$ cat src/rtl/pcnt_pkg.sv
package pcnt_pkg;
  typedef enum logic [1:0] {
    MODE_HOLD  = 2'd0,
    MODE_COUNT = 2'd1,
    MODE_LOAD  = 2'd2,
    MODE_CLEAR = 2'd3
  } mode_e;
endpackage

$ cat src/rtl/pcnt_mode_dec.sv
module pcnt_mode_dec
  import pcnt_pkg::*;
#(
  parameter int ASYNC_CLEAR = 1
) (
  input  logic  rst_ni,
  input  logic  load_ni,
  input  logic  cnt_en_i,
  input  logic  chain_en_i,
  output mode_e mode_o
);
  localparam bit SyncClr = (ASYNC_CLEAR == 0);

  // fixed priority: clear > load > count > hold
  always_comb begin
    if (SyncClr && !rst_ni)        mode_o = MODE_CLEAR;
    else if (!load_ni)             mode_o = MODE_LOAD;
    else if (cnt_en_i && chain_en_i) mode_o = MODE_COUNT;
    else                           mode_o = MODE_HOLD;
  end
endmodule

$ cat src/rtl/pcnt_state_reg.sv
module pcnt_state_reg
  import pcnt_pkg::*;
#(
  parameter int WIDTH       = 4,
  parameter int ASYNC_CLEAR = 1
) (
  input  logic             clk_i,
  input  logic             rst_ni,
  input  mode_e            mode_i,
  input  logic [WIDTH-1:0] data_i,
  output logic [WIDTH-1:0] q_o
);
  logic [WIDTH-1:0] q_q, q_nx;

  always_comb begin
    unique case (mode_i)
      MODE_CLEAR: q_nx = '0;
      MODE_LOAD:  q_nx = data_i;
      MODE_COUNT: q_nx = q_q + 1'b1;
      default:    q_nx = q_q;
    endcase
  end

  generate
    if (ASYNC_CLEAR != 0) begin : g_async
      always_ff @(posedge clk_i or negedge rst_ni) begin
        if (!rst_ni) q_q <= '0;
        else         q_q <= q_nx;
      end
    end else begin : g_sync
      always_ff @(posedge clk_i) q_q <= q_nx;
    end
  endgenerate

  assign q_o = q_q;

  p_load_r3: assert property (@(posedge clk_i) disable iff (!rst_ni)
    (mode_i == MODE_LOAD) |=> (q_o == $past(data_i)));
endmodule

$ cat src/rtl/pcnt_tc.sv
module pcnt_tc #(
  parameter int WIDTH = 4
) (
  input  logic [WIDTH-1:0] q_i,
  input  logic             chain_en_i,
  output logic             tc_o
);
  assign tc_o = chain_en_i & (&q_i);
endmodule

$ cat src/rtl/preset_counter.sv
module preset_counter
  import pcnt_pkg::*;
#(
  parameter int WIDTH       = 4,
  parameter int ASYNC_CLEAR = 1
) (
  input  logic             clk_i,
  input  logic             rst_ni,
  input  logic             load_ni,
  input  logic             cnt_en_i,
  input  logic             chain_en_i,
  input  logic [WIDTH-1:0] data_i,
  output logic [WIDTH-1:0] q_o,
  output logic             carry_o
);
  localparam logic [WIDTH-1:0] QMax = '1;

  mode_e mode;

  pcnt_mode_dec #(.ASYNC_CLEAR(ASYNC_CLEAR)) u_dec (
    .rst_ni     (rst_ni),
    .load_ni    (load_ni),
    .cnt_en_i   (cnt_en_i),
    .chain_en_i (chain_en_i),
    .mode_o     (mode)
  );

  pcnt_state_reg #(.WIDTH(WIDTH), .ASYNC_CLEAR(ASYNC_CLEAR)) u_reg (
    .clk_i  (clk_i),
    .rst_ni (rst_ni),
    .mode_i (mode),
    .data_i (data_i),
    .q_o    (q_o)
  );

  pcnt_tc #(.WIDTH(WIDTH)) u_tc (
    .q_i        (q_o),
    .chain_en_i (chain_en_i),
    .tc_o       (carry_o)
  );

  p_count_r4: assert property (@(posedge clk_i) disable iff (!rst_ni)
    (load_ni && cnt_en_i && chain_en_i) |=> (q_o == WIDTH'($past(q_o) + 1'b1)));

  p_hold_r5: assert property (@(posedge clk_i) disable iff (!rst_ni)
    (load_ni && !(cnt_en_i && chain_en_i)) |=> $stable(q_o));

  p_wrap_r6: assert property (@(posedge clk_i) disable iff (!rst_ni)
    (carry_o && cnt_en_i && load_ni) |=> (q_o == '0));

  p_carry_gate_r6: assert property (@(posedge clk_i) disable iff (!rst_ni)
    carry_o |-> (chain_en_i && q_o == QMax));

  p_prec_r8: assert property (@(posedge clk_i) disable iff (!rst_ni)
    (!load_ni && cnt_en_i && chain_en_i) |=> (q_o == $past(data_i)));

  generate
    if (ASYNC_CLEAR != 0) begin : g_chk_async
      p_async_clr_r1: assert property (@(posedge clk_i)
        !rst_ni |-> (q_o == '0));
    end else begin : g_chk_sync
      p_sync_clr_r2: assert property (@(posedge clk_i)
        !rst_ni |=> (q_o == '0));
    end
  endgenerate
endmodule

$ cat config.mk
export PLATFORM = sky130hd
export DESIGN_NAME = preset_counter
export DESIGN_NICKNAME = d
export VERILOG_FILES = /design/src/rtl/pcnt_pkg.sv /design/src/rtl/pcnt_mode_dec.sv /design/src/rtl/pcnt_state_reg.sv /design/src/rtl/pcnt_tc.sv /design/src/rtl/preset_counter.sv
export SDC_FILE = /design/constraint.sdc
export NUM_CORES = 1
export LEC_CHECK = 0
export BUFFER_PORTS_ARGS = -buffer_cell sky130_fd_sc_hd__buf_2
export CORE_AREA = 2 2 39 41
export CTS_BUF_LIST = sky130_fd_sc_hd__clkbuf_4 sky130_fd_sc_hd__clkbuf_8
export CTS_CLUSTER_SIZE = 20
export DETAILED_ROUTE_END_ITERATION = 8
export DIE_AREA = 0 0 41 43
export GPL_ROUTABILITY_DRIVEN = 1
export PLACE_DENSITY_LB_ADDON = 0.15
export SKIP_CTS_REPAIR_TIMING = 1
export SLEW_MARGIN = 20
export SYNTH_ARGS = -nofsm -noshare
export SYNTH_HDL_FRONTEND = slang
export SYNTH_HIERARCHICAL = 1
export SYNTH_SLANG_ARGS = --single-unit
$ cat constraint.sdc
create_clock -name clk_i -period 1.2 [get_ports clk_i]
set_input_delay 0.18 -clock clk_i [delete_from_list [all_inputs] [get_ports clk_i]]
set_output_delay 0.18 -clock clk_i [all_outputs]
set_load 0.005 [all_outputs]
==> results_dict.tcl <==
set metrics [dict create \
    insertion_delay_ns 0.23 \
    leakagePower_nw 0.283 \
    critical_path_arrival_ns 0.99 \
    crit_family "flip-flops" \
    drt_pass1_iterations 4 \
    setup_repair_after_global_routing_missed_its_margin "true" \
    floorplan.die.width_microns 41 \
    critPathKind "reg2out" \
    path_cells "buf_4, nand3_1, nor2_1, buf_2" \
    yosys_register_bits 4 \
    final_design_area_no_fill_sq_um 524 \
    crit_path_max_fanout 4 \
    routabilityCongestion 0.639 \
    syn_area_sq_um 299 \
    final_critical_path_setup_slack_ns 0.0271 \
    initial_core_util_pct 21.6 \
    grt.busiest_layer "met2" \
    rows 14 \
    pre_cts_ws_ns -0.190 \
    ys_seq_area_share_pct 33.5 \
    switching_fraction_pct 24.8 \
    maxSlewHeadroom_pct 83.5 \
    post_dp_cell_area_sq_um 492 \
    synth-warning-count 6 \
    total_power_divided_by_cell_area_nw_per_um2 833 \
    worstPathRequired_ns 1.02 \
    ctsRootBufferMaster "sky130_fd_sc_hd__clkbuf_4" \
    cp_num_buf_inv 2 \
    tightest_slew_ns 0.244 \
    design.final.nets 77 \
    wl_per_cell_microns 10.1 \
    min_from "data_i[3]" \
    setup.reg_to_reg.worst_slack_ns 0.03 \
    insertedDiodeCount 0 \
    p_switching_uw 108 \
    cap_violations 0 \
    area.growth.synth_to_final_pct 75.3 \
    timing.hold.ws_ns 0.229 \
    max_ffs_per_register 4 \
    fin_tns_setup_ns 0 \
    antenna_found_initial 0 \
    num_vias 347 \
    design.core.area_sq_um 1380 \
    syn_avg_cell_area_sq_um 8.80 \
    htree_levels 1 \
    design_power_total_uw 437 \
    drt-total-wl_microns 784 \
    syn_nets 47 \
    grt_usage_pct 10.7 \
    drc 0 \
    ios 14 \
    first_global_vias 322 \
    worst_ir_drop_vdd_v 0.000239 \
    r2r_end "u_reg/q_o[3]" \
    detailedPlacementHpwl_microns 679 \
    r2r_cells 3 \
    grt_start_max_net_pins 8 \
    timing.critical_path.from_type "flop" \
    share_comb_of_total_power_pct 27.6 \
    cts_buffers 3 \
    cts_max_path_buffers 2 \
    synthCells 34 \
    floorplan.die.height_microns 43 \
    achievable-frequency_mhz 853 \
    cts_sinks 4 \
    synth_cell_types 17 \
    hold-path-cell-count 3 \
    design.die.area_sq_um 1760 \
    share_clk_of_total_power_pct 37.1 \
    grtUsageMet1_pct 11.9 \
    place.detailed.instances 74 \
    fraction_of_final_layout_cells_with_drive_strength_greater_than_1_pct 51.6 \
    holdCritPathClass "in2reg" \
    finalHoldViolCount 0 \
    drt_first_iter_violations 2 \
    grt_first_pass_wirelength_mm 1.26 \
    number_of_pins_exceeding_their_max_slew_limit_in_the_final_report 0 \
    setup_viol_count_final 0 \
    stdcell_count 78 \
    drtAntennaViolNets 0 \
    fin_crit_sh_pct 97.7 \
    critPathCaptureType "output port" \
    reg2reg_from "u_reg/q_o[0]" \
    via_per_inst 4.45 \
    clk_pin_slew_worst_setup_hold_paths_ns 0.04 \
    p_seq_share_pct 35.2 \
    min_delay_worst_endpoint "u_reg/q_o[3]" \
    clock_skew_ns 0.00144 \
    overflow_left_after_global_routing 0 \
    internal-power_uw 328 \
    port_buffers 13 \
    critPathMaxStageDelay_ns 0.40 \
    critical-path-slowest-cell "sky130_fd_sc_hd__dfrtp_1" \
    grt.met2_usage_pct 16.3 \
    groute.layer.met3.usage_pct 1.57 \
    result_of_the_run "complete, no violations" \
    finalCriticalPeriod_ns 1.17 \
    finalCoreUtilization_pct 37.9 \
    cts_tree "yes" \
]
worst register-to-register path: cells and delay by family, from the launching register on:
kind	cells	cell delay [ns]
DFF	1	0.40
and+or+nand+nor	3	0.70
cells in the final DEF (no fill, tap or decap), types with 2 or more instances in the layout:
master / Yosys / routed
sky130_fd_sc_hd__clkbuf_4: 0 / 3
sky130_fd_sc_hd__inv_1: 4 / 3
sky130_fd_sc_hd__buf_2: 0 / 13
sky130_fd_sc_hd__ha_1: 4 / 3
sky130_fd_sc_hd__o21ai_0: 2 / 2
sky130_fd_sc_hd__nand3_1: 3 / 3
sky130_fd_sc_hd__nand2_1: 4 / 3
sky130_fd_sc_hd__a22oi_1: 2 / 2
sky130_fd_sc_hd__buf_4: 0 / 11
sky130_fd_sc_hd__dfrtp_1: 4 / 4
routing by layer:
metal	vias up	wire [microns]
li1	181	-
met1	155	345
met4	0	0
met2	11	391
met3	0	47
met5	-	0
layout make-up:
| class | count | area [sq um] |
|---|---|---|
| repair buffers | 25 | 158 |
| flip-flops and latches | 4 | 100 |
| multi-input cells | 26 | 209 |
| clock buffers | 3 | 22.5 |
| fillers | 150 | 860 |
| inverters | 4 | 15.0 |
| well taps | 16 | 20.0 |
how the worst max path moves through the flow:
stage | cells past startpoint | end | slack [ns] | from
6_report | 4 | carry_o | 0.03 | u_reg/q_o[1]
3_3_place_gp | 7 | u_reg/q_o[3] | -0.19 | load_ni
3_5_place_dp | 7 | u_reg/q_o[3] | -0.19 | load_ni
2_1_floorplan | 6 | u_reg/q_o[3] | -0.05 | load_ni
4_1_cts | 4 | carry_o | 0.01 | u_reg/q_o[1]
5_1_grt | 3 | u_reg/q_o[3] | -0.03 | u_reg/q_o[0]
cell families after synthesis:
kind of cell	after synthesis	synth area share [%]
AOI/OAI and AO/OA	7	16.7
DFF	4	33.5
and+or+nand+nor	15	28.0
buffers and inverters	4	5.02
adders and majority gates	4	16.7
cell usage after synthesis:
master                     number  area (sq um)
sky130_fd_sc_hd__o21bai_1       1          7.51
sky130_fd_sc_hd__nand2b_1       1          6.26
sky130_fd_sc_hd__inv_1          4          15.0
sky130_fd_sc_hd__a211o_1        1          8.76
sky130_fd_sc_hd__nand3_1        3          15.0
sky130_fd_sc_hd__or4_1          1          7.51
sky130_fd_sc_hd__o21ai_0        2          10.0
sky130_fd_sc_hd__nand4_1        1          6.26
sky130_fd_sc_hd__nor4b_1        1          8.76
sky130_fd_sc_hd__ha_1           4          50.1
sky130_fd_sc_hd__and3_1         2          12.5
sky130_fd_sc_hd__nor2b_2        1          8.76
sky130_fd_sc_hd__nor2_1         1          3.75
sky130_fd_sc_hd__nand2_1        4          15.0
sky130_fd_sc_hd__a22oi_1        2          15.0
sky130_fd_sc_hd__dfrtp_1        4           100
sky130_fd_sc_hd__a32oi_1        1          8.76
power groups by stage:
stage               clock network, mW  registers (mW)  logic (mW)
detailed placement                  0           0.156       0.119
floorplan                           0           0.159      0.0504
CTS                             0.173           0.154       0.120
global placement                    0           0.155       0.120
finish                          0.162           0.154       0.121
global route                    0.179           0.155       0.135
Power figures use the tool's default switching activity.
